## config.mk

```make
export PLATFORM = sky130hd
export DESIGN_NAME = fpga_cfg_seq
export DESIGN_NICKNAME = d
export VERILOG_FILES = /design/src/rtl/fpga_cfg_pkg.sv /design/src/rtl/cfg_sync.sv /design/src/rtl/cfg_tick_timer.sv /design/src/rtl/cfg_bit_shifter.sv /design/src/rtl/fpga_cfg_seq.sv
export SDC_FILE = /design/constraint.sdc
export NUM_CORES = 1
export LEC_CHECK = 0
export ABC_AREA = 1
export BUFFER_PORTS_ARGS = -buffer_cell sky130_fd_sc_hd__buf_2
export CELL_PAD_IN_SITES_DETAIL_PLACEMENT = 1
export CELL_PAD_IN_SITES_GLOBAL_PLACEMENT = 1
export CORE_ASPECT_RATIO = 1.25
export CORE_MARGIN = 3
export CORE_UTILIZATION = 44
export CTS_BUF_LIST = sky130_fd_sc_hd__clkbuf_8
export CTS_CLUSTER_DIAMETER = 60
export DETAILED_ROUTE_END_ITERATION = 6
export GPL_ROUTABILITY_DRIVEN = 1
export PLACE_DENSITY = 0.78
export SLEW_MARGIN = 30
export SYNTH_ARGS = -nofsm -noshare
export SYNTH_HDL_FRONTEND = slang
export SYNTH_SLANG_ARGS = --single-unit
```

## constraint.sdc

```tcl
create_clock -name clk_i -period 2.52 [get_ports clk_i]
set_input_delay 0.126 -clock clk_i [delete_from_list [all_inputs] [get_ports clk_i]]
set_output_delay 0.126 -clock clk_i [all_outputs]
set_load 0.01 [all_outputs]
```

## src/rtl/fpga_cfg_pkg.sv

```systemverilog
package fpga_cfg_pkg;
  typedef enum logic [3:0] {
    CS_IDLE, CS_PROG_HI, CS_PROG_LO, CS_WAIT_INIT, CS_SHIFT,
    CS_WAIT_DONE, CS_RST_LO, CS_RST_HI, CS_END
  } cfg_state_e;

  localparam logic [1:0] RES_OK      = 2'd0;
  localparam logic [1:0] RES_INIT_LO = 2'd1;
  localparam logic [1:0] RES_INIT_HI = 2'd2;
  localparam logic [1:0] RES_DONE    = 2'd3;
endpackage

```

## src/rtl/cfg_sync.sv

```systemverilog
module cfg_sync #(
  parameter int W      = 2,
  parameter int STAGES = 2
) (
  input  logic         clk_i,
  input  logic         rst_ni,
  input  logic [W-1:0] d_i,
  output logic [W-1:0] q_o
);
  if (STAGES == 0) begin : g_bypass
    assign q_o = d_i;
  end else begin : g_ff
    logic [W-1:0] pipe [STAGES];
    always_ff @(posedge clk_i or negedge rst_ni) begin
      if (!rst_ni) begin
        for (int i = 0; i < STAGES; i++) pipe[i] <= '0;
      end else begin
        pipe[0] <= d_i;
        for (int i = 1; i < STAGES; i++) pipe[i] <= pipe[i-1];
      end
    end
    assign q_o = pipe[STAGES-1];
  end
endmodule

```

## src/rtl/cfg_tick_timer.sv

```systemverilog
module cfg_tick_timer #(
  parameter int CW = 10
) (
  input  logic          clk_i,
  input  logic          rst_ni,
  input  logic          clr_i,
  input  logic          tick_i,
  input  logic [CW-1:0] limit_i,
  output logic          expired_o
);
  logic [CW-1:0] cnt_q;

  assign expired_o = (cnt_q >= limit_i);

  always_ff @(posedge clk_i or negedge rst_ni) begin
    if (!rst_ni)                  cnt_q <= '0;
    else if (clr_i)               cnt_q <= '0;
    else if (tick_i && !expired_o) cnt_q <= cnt_q + 1'b1;
  end
endmodule

```

## src/rtl/cfg_bit_shifter.sv

```systemverilog
module cfg_bit_shifter #(
  parameter int DW = 8
) (
  input  logic          clk_i,
  input  logic          rst_ni,
  input  logic          en_i,
  input  logic [DW-1:0] data_i,
  input  logic          valid_i,
  input  logic          last_i,
  output logic          ready_o,
  output logic          cclk_o,
  output logic          din_o,
  output logic          last_bit_o
);
  localparam int BW = (DW > 1) ? $clog2(DW) : 1;

  logic [DW-1:0] sr_q;
  logic [BW-1:0] idx_q;
  logic          ph_q, full_q, last_q;

  always_ff @(posedge clk_i or negedge rst_ni) begin
    if (!rst_ni) begin
      sr_q   <= '0;
      idx_q  <= '0;
      ph_q   <= 1'b0;
      full_q <= 1'b0;
      last_q <= 1'b0;
    end else if (!en_i) begin
      full_q <= 1'b0;
      ph_q   <= 1'b0;
    end else if (!full_q) begin
      if (valid_i) begin
        sr_q   <= data_i;
        last_q <= last_i;
        full_q <= 1'b1;
        ph_q   <= 1'b0;
        idx_q  <= '0;
      end
    end else if (!ph_q) begin
      ph_q <= 1'b1;
    end else begin
      ph_q  <= 1'b0;
      sr_q  <= sr_q << 1;
      idx_q <= idx_q + 1'b1;
      if (idx_q == BW'(DW-1)) full_q <= 1'b0;
    end
  end

  assign ready_o    = en_i && !full_q;
  assign cclk_o     = full_q && ph_q;
  assign din_o      = full_q && sr_q[DW-1];
  assign last_bit_o = full_q && ph_q && last_q && (idx_q == BW'(DW-1));
endmodule

```

## src/rtl/fpga_cfg_seq.sv

```systemverilog
module fpga_cfg_seq
  import fpga_cfg_pkg::*;
#(
  parameter int DW          = 8,
  parameter int INIT_LO_US  = 100,
  parameter int INIT_HI_US  = 100,
  parameter int DONE_US     = 1000,
  parameter int RST_US      = 1000,
  parameter int SYNC_STAGES = 2
) (
  input  logic          clk_i,
  input  logic          rst_ni,
  input  logic          tick_i,
  input  logic          start_i,
  input  logic [DW-1:0] in_data_i,
  input  logic          in_valid_i,
  input  logic          in_last_i,
  output logic          in_ready_o,
  input  logic          init_i,
  input  logic          done_i,
  output logic          prog_n_o,
  output logic          cclk_o,
  output logic          din_o,
  output logic          busy_o,
  output logic          fin_o,
  output logic [1:0]    status_o
);
  localparam int M1   = (INIT_LO_US > INIT_HI_US) ? INIT_LO_US : INIT_HI_US;
  localparam int M2   = (DONE_US > RST_US) ? DONE_US : RST_US;
  localparam int MAXL = (M1 > M2) ? M1 : M2;
  localparam int CW   = $clog2(MAXL + 1);

  cfg_state_e    st_q, st_d;
  logic [1:0]    res_q, res_d;
  logic [CW-1:0] limit;
  logic          expired, init_s, done_s;
  logic          sh_en, sh_cclk, sh_din, sh_last;

  cfg_sync #(.W(2), .STAGES(SYNC_STAGES)) u_sync (
    .clk_i (clk_i),
    .rst_ni(rst_ni),
    .d_i   ({done_i, init_i}),
    .q_o   ({done_s, init_s})
  );

  always_comb begin
    unique case (st_q)
      CS_PROG_LO:   limit = CW'(INIT_LO_US);
      CS_WAIT_INIT: limit = CW'(INIT_HI_US);
      CS_WAIT_DONE: limit = CW'(DONE_US);
      default:      limit = CW'(RST_US);
    endcase
  end

  cfg_tick_timer #(.CW(CW)) u_timer (
    .clk_i    (clk_i),
    .rst_ni   (rst_ni),
    .clr_i    (st_d != st_q),
    .tick_i   (tick_i),
    .limit_i  (limit),
    .expired_o(expired)
  );

  assign sh_en = (st_q == CS_SHIFT);

  cfg_bit_shifter #(.DW(DW)) u_shift (
    .clk_i     (clk_i),
    .rst_ni    (rst_ni),
    .en_i      (sh_en),
    .data_i    (in_data_i),
    .valid_i   (in_valid_i),
    .last_i    (in_last_i),
    .ready_o   (in_ready_o),
    .cclk_o    (sh_cclk),
    .din_o     (sh_din),
    .last_bit_o(sh_last)
  );

  always_comb begin
    st_d  = st_q;
    res_d = res_q;
    unique case (st_q)
      CS_IDLE, CS_END:
        if (start_i) begin
          st_d  = CS_PROG_HI;
          res_d = RES_OK;
        end
      CS_PROG_HI: st_d = CS_PROG_LO;
      CS_PROG_LO:
        if (!init_s) st_d = CS_WAIT_INIT;
        else if (expired) begin
          st_d  = CS_END;
          res_d = RES_INIT_LO;
        end
      CS_WAIT_INIT:
        if (init_s) st_d = CS_SHIFT;
        else if (expired) begin
          st_d  = CS_END;
          res_d = RES_INIT_HI;
        end
      CS_SHIFT:
        if (sh_last) st_d = CS_WAIT_DONE;
      CS_WAIT_DONE:
        if (done_s) st_d = CS_RST_LO;
        else if (expired) begin
          st_d  = CS_END;
          res_d = RES_DONE;
        end
      CS_RST_LO:
        if (expired) st_d = CS_RST_HI;
      CS_RST_HI:
        if (expired) begin
          st_d  = CS_END;
          res_d = RES_OK;
        end
      default: st_d = CS_IDLE;
    endcase
  end

  always_ff @(posedge clk_i or negedge rst_ni) begin
    if (!rst_ni) begin
      st_q  <= CS_IDLE;
      res_q <= RES_OK;
    end else begin
      st_q  <= st_d;
      res_q <= res_d;
    end
  end

  assign prog_n_o = (st_q != CS_PROG_LO);
  assign cclk_o   = sh_en ? sh_cclk : (st_q == CS_RST_LO || st_q == CS_RST_HI);
  assign din_o    = sh_en ? sh_din  : (st_q == CS_RST_HI);
  assign busy_o   = (st_q != CS_IDLE) && (st_q != CS_END);
  assign fin_o    = (st_q == CS_END);
  assign status_o = res_q;
endmodule

```

# [Word-level counts from Yosys, hierarchy flattened]
# Cells that the tools add are included.
[word_totals] mem_count=0 output_inout_bits=8 mem_bits_ro=0 in_bits=16 latchBits=0 reg_bits=34 ram_bits=0
[op_classes] div_mod_pow=0 n_eq_ne=22 muxes=37 n_addsub=2 n_shift=0 bitwise_logic=1 n_reduce_logical=20 order_cmp=1 multipliers=0
[ops] operator="4-bit case mux with 8 select lines" count=1
[ops] operator="10-bit 2-to-1 mux" count=3
[ops] operator="4-bit 2-to-1 mux" count=7
[ops] operator="8-bit 2-to-1 mux" count=3
[ops] operator="4-bit by 3-bit == test with 1-bit output (second input constant)" count=4
[ops] operator="2-bit 2-to-1 mux" count=8
[ops] operator="2-bit by 1-bit != test with 1-bit output (second input constant)" count=6
[ops] operator="1-bit 2-to-1 mux" count=11
[ops] operator="10-bit by 1-bit adder with 10-bit output (second input constant)" count=1
[ops] operator="10-bit greater-or-equal comparator" count=1
[ops] operator="2-bit case mux with 5 select lines" count=1
[ops] operator="3-bit 2-to-1 mux" count=3
[ops] operator="9-bit AND reduction" count=1
[ops] operator="4-bit by 2-bit == test with 1-bit output (second input constant)" count=2
[ops] operator="1-bit logical AND" count=7
[ops] operator="2-bit != test (second input constant)" count=3
[ops] operator="3-bit AND reduction" count=2
[ops] operator="5-bit nonzero test" count=1
[ops] operator="4-bit by 1-bit == test with 1-bit output (second input constant)" count=1
[ops] operator="4-bit == test (second input constant)" count=1
[ops] operator="4-bit zero test" count=1
[ops] operator="4-bit by 2-bit != test with 1-bit output (second input constant)" count=1
[ops] operator="4-bit != test" count=1
[ops] operator="4-bit != test (second input constant)" count=1
[ops] operator="other kinds (9)" count=12

# [Depth between registers and ports, before layout]
# Gate-level depths: netlist of the first run.
[logic_depth] word_depth=9 ltp_mapped=17 depth_no_buf=17

# [Cells and area by module]
# A second synthesis of the first run with hierarchy kept.
[unflattened] hier_cells=330 area_unflattened_um2=2316.0
[modules_own_cells] mod="cfg_tick_timer" area_per_inst_um2=904.6 cells_per_inst=127 n_inst=1
[modules_own_cells] mod="cfg_bit_shifter" area_per_inst_um2=720.7 cells_per_inst=98 n_inst=1
[modules_own_cells] mod="fpga_cfg_seq" area_per_inst_um2=575.6 cells_per_inst=99 n_inst=1
[modules_own_cells] mod="cfg_sync" area_per_inst_um2=115.1 cells_per_inst=6 n_inst=1

# [Worst setup path before layout of the first run]
# No wires, ideal clock.
[synth_timing] path_type="register -> register" startpoint="reg st_q[2]" endpoint="reg u_timer.cnt_q[2]" path_stages_with_launch=16 arrival_time_ns=2.207 slack_ns=0.241 synth_period_minus_slack_ns=2.279 path_cell_list="dfrtp_1 -> inv_1 -> nand2_1 -> nor2_1 -> ha_1 -> nand2_1 -> inv_1 -> a21oi_1 -> nand2_2 -> inv_1 -> nand3_1 -> nand2_2 -> nand2_1 -> nand2_1 -> nand2_4 -> nor2_1"
[synth_between] elab_chain_cells=9 elab_cells_between_ends=26 cone_classes="order compare: 1; eq/ne: 9; mux: 10; reduce/logical: 6"
[synth_lines] item="start: declaration" line_no="fpga_cfg_seq.sv:33" source="cfg_state_e st_q, st_d;"
[synth_lines] item="start signal: assignment" line_no="fpga_cfg_seq.sv:125" source="st_q <= st_d;"
[synth_lines] item="4-bit by 2-bit == test with 1-bit output" line_no="fpga_cfg_seq.sv:47, fpga_cfg_seq.sv:82"
[synth_lines] item="2-bit OR reduction (no line)"
[synth_lines] item="10-bit 2-to-1 mux" line_no="fpga_cfg_seq.sv:47" source="unique case (st_q)"
[synth_lines] item="10-bit greater-or-equal comparator" line_no="cfg_tick_timer.sv:13" source="assign expired_o = (cnt_q >= limit_i);"
[synth_lines] item="4-bit 2-to-1 mux"
[synth_lines] item="4-bit 2-to-1 mux, on equally long branches" line_no="fpga_cfg_seq.sv:104, fpga_cfg_seq.sv:90, fpga_cfg_seq.sv:96"
[synth_lines] item="4-bit case mux with 8 select lines *" line_no="fpga_cfg_seq.sv:82" source="unique case (st_q)"
[synth_lines] item="via st_d[0]" line_no="fpga_cfg_seq.sv:33"
[synth_lines] item="4-bit != test *" line_no="fpga_cfg_seq.sv:58" source=".clr_i (st_d != st_q),"
[synth_lines] item="10-bit 2-to-1 mux / 2-bit nonzero test (equally long branches)"
[synth_lines] item="end signal: assignment" line_no="cfg_tick_timer.sv:18" source="else if (tick_i && !expired_o) cnt_q <= cnt_q + 1'b1;"
[synth_lines] item="end: declaration" line_no="cfg_tick_timer.sv:11" source="logic [CW-1:0] cnt_q;"
# Mark *: on every way through the listed nets, which the timed path passes. The rest lies on a longest branch.
# A chain may end at the register's enable or synchronous reset.

# [Worst setup path after layout of the first run]
[layout_timing] startpoint="reg st_q[2]" endpoint="reg u_timer.cnt_q[3]"
[layout_between] elab_chain_cells=9 elab_cells_between_ends=26 cone_classes="order compare: 1; eq/ne: 9; mux: 10; reduce/logical: 6"
[layout_lines] item="4-bit by 2-bit == test with 1-bit output" line_no="fpga_cfg_seq.sv:47, fpga_cfg_seq.sv:82"
[layout_lines] item="2-bit OR reduction (no line)"
[layout_lines] item="10-bit 2-to-1 mux" line_no="fpga_cfg_seq.sv:47"
[layout_lines] item="10-bit greater-or-equal comparator" line_no="cfg_tick_timer.sv:13"
[layout_lines] item="4-bit 2-to-1 mux"
[layout_lines] item="4-bit 2-to-1 mux, on equally long branches" line_no="fpga_cfg_seq.sv:104, fpga_cfg_seq.sv:90, fpga_cfg_seq.sv:96"
[layout_lines] item="4-bit case mux with 8 select lines" line_no="fpga_cfg_seq.sv:82"
[layout_lines] item="4-bit != test" line_no="fpga_cfg_seq.sv:58"
[layout_lines] item="10-bit 2-to-1 mux / 2-bit nonzero test (equally long branches)"
# Several ways; a longest one is shown, not always the timed one.

==> metrics.md, run 1 <==
| Metric | Value |
|---|---|
| Area share of and/or/nand/nor cells after synthesis | 33.0% |
| Overall Power | 2.30 mW |
| Starting Density | 46.9% |
| Count of endpoints failing hold in the final timing report | 0 |
| Worst IR drop on VDD | 447 uV |
| Switching pwr | 1.02 mW |
| Detailed-route via count | 1805 |
| Start point of the worst min-delay path | in_data_i[0] |
| Cell row count | 26 |
| Cell breakdown of the critical path | inv_2, nand2_2, nor2_1, buf_4, ha_1, nand2_1, inv_1, nand2_1, nor2_1, nand2_2, nand3_2, nand2_1, nor2_1, nand2_1, nand2_1, nor2_4, nand2_4, nor2_1 |
| Most common library cell in the layout ignoring fill and taps | nand2_1 |
| Crit share post-route | 93.8% |
| Combined area of all synthesized cells | 1970 sq um |
| Antenna cells | 0 |
| Final-report max-slew violation count | 0 |
| Mapped Cells | 253 |
| Vertical extent of the die | 80.8 microns |
| Worst setup path startpoint | st_q[2] |
| Cell area reported after detailed placement | 2140 sq um |
| R2R cell count | 18 |
| Mux share of post-synthesis cell area | 0% |
| Commonest cells after routing, fill and taps aside | nand2_1, dfrtp_1, nor2_1 |
| Count of H-tree levels built during CTS | 2 |
| Overall track demand over capacity in global routing | 20.8% |
| CP max-delay cell | dfrtp_1 |
| Boundary Pins | 24 |
| Layout cells sized above 1 | 23.2% |
| Static leakage | 1.22 nW |
| Clock Power Share | 18.4% |
| Type of element capturing the critical path | flip-flop |
| Highest clock frequency the design can meet | 423 MHz |
| Die Footprint | 5320 sq um |
| Vias in the first global route | 1834 |
| Internal Power | 1.28 mW |
| DP Wirelength | 3.69 mm |
| Slowest cell delay on critical path | 0.39 ns |
| Final setup fails | 0 |
| Type of the tightest min-delay check | in -> reg |
| Wire length of the first global-routing pass | 8.46 mm |
| Number of synthesis warnings | 0 |
| Wirelength, routed | 5.16 mm |
| Post-Synth XOR/XNOR Area | 4.01% |
| Worst hold path cell count | 3 |
| Clock input transition at the sequential cells of the worst setup and hold paths | 0.08 ns |
| Layout overhead on the synthesized area | 19.8% |
| Syn_area_per_cell | 7.78 sq um |
| Combinational family with the most area after synthesis | simple AND/OR/NAND/NOR gates |
| Core area | 4200 sq um |
| Origin of the critical flop-to-flop path | st_q[2] |
| Complex-gate fraction of the synthesized area | 6.61% |
| Post-synthesis share of cell area spent on full adders, half adders and majority gates | 5.72% |
| Worst flop-to-flop path endpoint | u_timer.cnt_q[3] |
| Die span in x | 65.8 microns |
| CTS Root Buffer Type | clkbuf_8 |
| Worst Path Max Fanout | 7 |
| Hold endpoint | u_shift.sr_q[0] |
| Sum Neg Setup Slack | 0 ns |
| Number of nets in the final layout | 317 |
| CTS sink count | 34 |
| Worst Path Required | 2.69 ns |
| Routed WL per cell | 14.8 microns |
| Register area share after synthesis | 43.2% |
| Buffers added on ports | 23 |
| Pin count of the biggest net entering global routing | 35 |
| Startpoint-to-endpoint class of the critical path | reg -> reg |
| Pre-antenna DRT Iters | 6 |
| Insertion delay to the later sink of the worst-skew pair | 0.29 ns |
| Fraction of power spent switching nets | 44.4% |
| Finished Cell Area | 2360 sq um |
| Number of max-cap violations | 0 |
| Post-synthesis cell type count | 23 |
| Worst slew margin | 49.1% |
| Number of antenna violations at the first check in global routing | 0 |
| Maximum clock skew at final layout | 0.0113 ns |
| Drt first-iter violations | 70 |
| Leftover overflow at the end of global routing | 0 |
| Number of synthesized register bits | 34 |
| Status | complete, no violations |
| Gate power share | 48.4% |
| Cell occurring most often along the worst timing path | nand2_1 |
| Proportion of power drawn by flip-flops and latches | 33.1% |
| Worst slew pin tran | 0.764 ns |
| Clock Path Buffers | 2 |
| DRC violations left | 0 |
| Number of buffers created by CTS | 5 |
| TritonCTS clock tree | yes |
| Worst setup slack for register-to-register paths | 0.16 ns |
| Number of nets produced by synthesis | 278 |
| Remaining number of nets flagged by the antenna check after routing | 0 |
| Tmin final | 2.36 ns |
| Type of element launching the critical path | flip-flop |
| Vias per Instance | 5.17 |
| Worst endpoint data arrival time | 2.53 ns |
| Total power density per cell area | 976 nW/um^2 |
| GP Congestion | 0.915 |
## power by group through the flow
stage | sequential (mW) | clock, mW | combinational (mW)
3_3_place_gp | 0.764 | 0 | 0.964
6_report | 0.763 | 0.425 | 1.11
4_1_cts | 0.761 | 0.437 | 1.01
2_1_floorplan | 0.746 | 0 | 0.733
3_5_place_dp | 0.771 | 0 | 0.995
5_1_grt | 0.781 | 0.469 | 1.26
## layout make-up
type                       instances  area, sq um
clock buffer                       6         82.6
clock inverter                     2         12.5
fill                             530         1840
inverter                          32          120
multi-input combinational        186         1020
sequential                        34          851
tap                               56         70.1
timing repair buffer              33          198
## sequential cells by signal, indices dropped and copies added, names as in the netlist
name / flops
st_q: 4
u_shift.full_q: 1
u_shift.idx_q: 3
u_sync.q_o: 2
status_o: 2
u_timer.cnt_q: 10
u_shift.sr_q: 8
u_shift.last_q: 1
u_sync.g_ff.pipe: 2
u_shift.ph_q: 1
## synth_stat cells
master | count | area, sq um
a31oi_1 | 8 | 50.1
nor2_2 | 6 | 37.5
nand2_1 | 61 | 229
inv_2 | 4 | 15.0
dfrtp_1 | 34 | 851
nand2_4 | 2 | 22.5
a21oi_1 | 4 | 20.0
inv_1 | 27 | 101
o21ai_0 | 8 | 40.0
clkinv_1 | 1 | 3.75
buf_6 | 2 | 22.5
o21ai_1 | 1 | 5.00
nor2_4 | 2 | 22.5
nor2_1 | 35 | 131
nand3_1 | 18 | 90.1
xor2_1 | 9 | 78.8
nand2_2 | 6 | 37.5
o31ai_1 | 2 | 15.0
nor3_1 | 4 | 20.0
nand4_1 | 7 | 43.8
ha_1 | 9 | 113
clkbuf_1 | 1 | 3.75
nor3b_1 | 2 | 15.0
## layer usage
metal,part of all wire [%],global-route usage [%],vias to the layer above
met2,53,36.7,31
met1,44,25.5,874
met4,0.99,6.43,0
met5,0,0,-
met3,2.8,3.73,4
li1,-,-,896
## through the flow
stage	setup WS [ns]	instances	util, %	hold slack [ns]
global placement	0.166	331	51.0	0.234
floorplan	0.241	253	-	-0.170
CTS	0.0218	342	54.0	0.0759
finish	0.157	349	56.2	0.0826
global route	-0.0383	349	56.2	0.0821
detailed placement	0.0524	331	51.0	0.237
## critical path, delay by kind of cell, from the launching register on
kind | cells | cell delay (ns)
adders and majority gates | 1 | 0.29
buffers and inverters | 3 | 0.33
DFF | 1 | 0.39
and+or+nand+nor | 14 | 1.24
## kinds of logic after synthesis
logic type / count (synthesis)
fa+ha+maj: 9
buf+inv: 35
compound gates: 23
simple gates: 143
flops: 34
xor+xnor: 9
## timing repair
action | CTS | global route
endpoints found under the setup margin | 0 | 12
gates resized for setup | 0 | 12
hold buffers | 3 | 0
setup buffers | 0 | 5
hold endpoints to repair | 36 | 0
## worst max path at each step
stage                                  end  depth (start not counted)  slack [ns]
after floorplan           u_timer.cnt_q[2]                         15        0.24
after global placement    u_timer.cnt_q[4]                         16        0.17
after detailed placement  u_timer.cnt_q[2]                         16        0.05
after CTS                 u_timer.cnt_q[2]                         16        0.02
after global routing      u_timer.cnt_q[3]                         18       -0.04
final                     u_timer.cnt_q[3]                         18        0.16
No activity file was read; power rests on OpenSTA's default activity.
==> run 2, diff against run 1 <==
--- a/config.mk
+++ b/config.mk
@@ -16,8 +16,10 @@
 export CTS_CLUSTER_DIAMETER = 60
 export DETAILED_ROUTE_END_ITERATION = 6
 export GPL_ROUTABILITY_DRIVEN = 1
-export PLACE_DENSITY = 0.78
+export HOLD_SLACK_MARGIN = 0.03
+export PLACE_DENSITY = 0.79
 export SLEW_MARGIN = 30
 export SYNTH_ARGS = -nofsm -noshare
 export SYNTH_HDL_FRONTEND = slang
+export SYNTH_HIERARCHICAL = 1
 export SYNTH_SLANG_ARGS = --single-unit
==> run 2 against run 1 <==
Register-to-register slack worse by 0.38 ns. Critical path depth is 8 higher. Total power is 11% higher. Combinational power is 19% higher. The run now ends with negative setup slack left. Wire length is 52% higher. Worst hold slack worse by 0.020 ns. Largest power group unchanged. Synthesized cell count is 30% higher. Non-clock buffer count is 16 higher. Via count is 29% higher.
==> metrics.md, run 2 <==
| Metric | Value |
|---|---|
| Status | finished with violations |
| Violations in the final reports | negative setup slack |
| Largest register by flop count | u_timer/cnt_q |
| Count of endpoints failing hold in the final timing report | 0 (unchanged) |
| CTS Root Buffer Type | clkbuf_8 |
| Final setup fails | 10 (+10) |
| Worst IR drop on VDD | 386 uV (-14%) |
| Top cell type by total area after synthesis | dfrtp_1 |
| Library cell with the highest instance count after synthesis | nand2_1 |
| Worst slew margin | 46.8% (-2.3 points) |
| Number of enable flip-flop cells after synthesis | 0 (unchanged) |
| Most frequently used flop master after synthesis | dfrtp_1 |
| Startpoint-to-endpoint class of the critical path | reg -> reg |
| List of most frequent post-synthesis cells | nand2_1, inv_1, nand3_1 |
| Worst slew pin tran | 0.798 ns (+0.0346 ns) |
| Async S/R FF share, synth | 100% (unchanged) |
| Commonest cells after routing, fill and taps aside | nand2_1, dfrtp_1, inv_1 |
| Worst Path Max Fanout | 6 (-1) |
| Sum Neg Setup Slack | -1.78 ns (-1.78 ns) |
| Static leakage | 1.65 nW (+36%) |
| Count of H-tree levels built during CTS | 2 (unchanged) |
| Starting Density | 47.2% (+0.32 points) |
| Routed WL per cell | 17.7 microns (+20%) |
| Pre-antenna DRT Iters | 4 (-2) |
| Number of flip-flops in the largest register | 10 (unchanged) |
| Cell row count | 28 (+7.7%) |
| Type of the tightest min-delay check | in -> reg |
| Antenna cells | 0 (unchanged) |
| Post-synthesis cell type count | 29 (+26%) |
| TritonCTS clock tree | yes |
| Number of nets in the final layout | 412 (+30%) |
| CTS sink count | 34 (unchanged) |
| RSZ-0062 raised after global routing | yes |
| Cell area reported after detailed placement | 2580 sq um (+21%) |
| Detailed-route via count | 2335 (+29%) |
| Synth top area share | 36.7% (-6.5 points) |
| Number of max-cap violations | 0 (unchanged) |
| Combined area of all synthesized cells | 2320 sq um (+18%) |
| GP Congestion | 0.920 (+0.47%) |
| Syn_area_per_cell | 7.02 sq um (-9.8%) |
| CP max-delay cell | dfrtp_1 |
| Largest registers | u_timer/cnt_q x10, u_shift/sr_q x8, st_q x4 |
| Tmin final | 2.74 ns (+0.379 ns) |
| Overall track demand over capacity in global routing | 25.4% (+4.6 points) |
| Layout cells sized above 1 | 29.9% (+6.7 points) |
| Total power density per cell area | 864 nW/um^2 (-12%) |
| Final-report max-slew violation count | 0 (unchanged) |
| Insertion delay to the later sink of the worst-skew pair | 0.30 ns (about the same) |
| Finished Cell Area | 2950 sq um (+25%) |
| Leftover overflow at the end of global routing | 0 (unchanged) |
| Clock Path Buffers | 2 (unchanged) |
| Die span in x | 70.9 microns (+7.7%) |
| Worst Path Required | 2.75 ns (+0.06 ns) |
| Die Footprint | 6180 sq um (+16%) |
| Number of synthesis warnings | 6 (+6) |
| Buffers added on ports | 23 (unchanged) |
| Drt first-iter violations | 130 (+86%) |
| Count of placed standard cells in the final layout, fillers left out | 444 (+27%) |
| Type of element launching the critical path | flip-flop |
| Number of synthesized register bits | 34 (unchanged) |
| Cell occurring most often along the worst timing path | nand2_1 |
| Min setup slack post-route | -0.222 ns (-0.379 ns) |
| Cell types with the largest area share after synthesis | dfrtp_1, nand2_1, nand3_1 |
| Number of buffers created by CTS | 5 (unchanged) |
| Post-placement cell count | 422 (+27%) |
| Remaining number of nets flagged by the antenna check after routing | 0 (unchanged) |
| Type of element capturing the critical path | flip-flop |
| Vias in the first global route | 2499 (+36%) |
| DRC violations left | 0 (unchanged) |
| Worst endpoint data arrival time | 2.97 ns (+0.44 ns) |
| Register area share after synthesis | 36.7% (-6.5 points) |
| Wire length of the first global-routing pass | 12.0 mm (+42%) |
| DP Wirelength | 4.61 mm (+25%) |
| Boundary Pins | 24 (unchanged) |
| Slowest cell delay on critical path | 0.40 ns (about the same) |
| Clock input transition at the sequential cells of the worst setup and hold paths | 0.08 ns (about the same) |
| Vias per Instance | 5.26 (+1.7%) |
| Most common library cell in the layout ignoring fill and taps | nand2_1 |
| Crit share post-route | 109% (+15 points) |
| Mapped Cells | 330 (+30%) |
| Wirelength, routed | 7.86 mm (+52%) |
| Layout overhead on the synthesized area | 27.3% |
| Number of antenna violations at the first check in global routing | 0 (unchanged) |
| Core area | 4900 sq um (+17%) |
| Vertical extent of the die | 87.1 microns (+7.8%) |
| Pin count of the biggest net entering global routing | 35 (unchanged) |
| Maximum clock skew at final layout | 0.0115 ns (+0.000273 ns) |
| Placement-stage worst setup slack | -0.119 ns (-0.172 ns) |
| Highest clock frequency the design can meet | 365 MHz (-14%) |
[run 2: changes by cell type after synthesis, sizes merged, moves of 3 or more]
cell / previous run / this run
a21oi: 4 / 8
nor3: 4 / 1
a31oi: 8 / 0
ha: 9 / 13
nand3: 18 / 39
nand4: 7 / 2
inv: 31 / 46
nand2: 69 / 127
o21ai: 9 / 5
xor2: 9 / 5
nor2: 43 / 36
[run 2: per-layer routing]
metal	up-vias	track usage, %	routed length [microns]
met2	66	45.9	4210
met4	0	13.5	413
li1	1121	-	-
met3	39	4.85	311
met5	-	0	0
met1	1109	27.7	2930
[run 2: what timing repair did]
action | in CTS | in global routing
buffers inserted | 8 | 2
hold endpoints to repair | 36 | 0
hold buffers | 3 | 0
setup endpoints to repair | 10 | 12
pin swaps | 20 | 20
gates resized for setup | 21 | 18
gates cloned | 1 | 0
[run 2: logic make-up after synthesis]
| family | Yosys count | synth area share [%] |
|---|---|---|
| AO/OA/AOI/OAI | 17 | 4.11 |
| adder cells (fa/ha/maj) | 13 | 7.02 |
| buffers and inverters | 52 | 9.08 |
| XOR/XNOR | 6 | 2.27 |
| AND/OR/NAND/NOR | 206 | 40.5 |
| other | 2 | 0.324 |
| flip-flops | 34 | 36.7 |
[run 2: power breakdown]
| group | internal (mW) | total [mW] | switching, mW |
|---|---|---|---|
| Clock | 0.220 | 0.434 | 0.214 |
| Combinational | 0.500 | 1.32 | 0.820 |
| Sequential | 0.682 | 0.793 | 0.111 |
[run 2: path summary, 6_finish.rpt]
path / from / to / slack (ns) / cells past startpoint
max reg2reg: st_q[3] / u_timer/cnt_q[9] / -0.22 / 26
min: in_data_i[0] / u_shift/sr_q[0] / 0.06 / 3
max: st_q[3] / u_timer/cnt_q[9] / -0.22 / 26
max in group asynchronous: rst_ni / u_shift/sr_q[7] / 1.55 / 2
min reg2reg: u_sync/g_ff.pipe[3] / u_sync/q_o[1] / 0.35 / 0
min in group asynchronous: rst_ni / u_sync/q_o[1] / 0.46 / 2
[run 2: area by class of cell]
cell class              count  area (sq um)
fillers                   641          1960
multi-input cells         247          1420
flip-flops and latches     34           851
repair buffers             49           333
inverters                  46           180
clock buffers               6          82.6
well taps                  60          75.1
clock inverters             2          12.5
[run 2: critical path, delay by kind of cell (launching register included)]
kind / cells / cell delay (ns)
fa+ha+maj: 1 / 0.19
simple gates: 19 / 1.57
buf+inv: 6 / 0.52
flops: 1 / 0.40
[run 2: metrics by stage]
| step | total power, mW | hold WS, ns | utilization (%) |
|---|---|---|---|
| floorplan | 1.51 | -0.170 | - |
| global placement | 1.75 | 0.237 | 52.7 |
| detailed placement | 1.79 | 0.238 | 52.7 |
| CTS | 2.38 | 0.0585 | 58.3 |
| global route | 2.75 | 0.0616 | 60.1 |
| finish | 2.55 | 0.0621 | 60.1 |
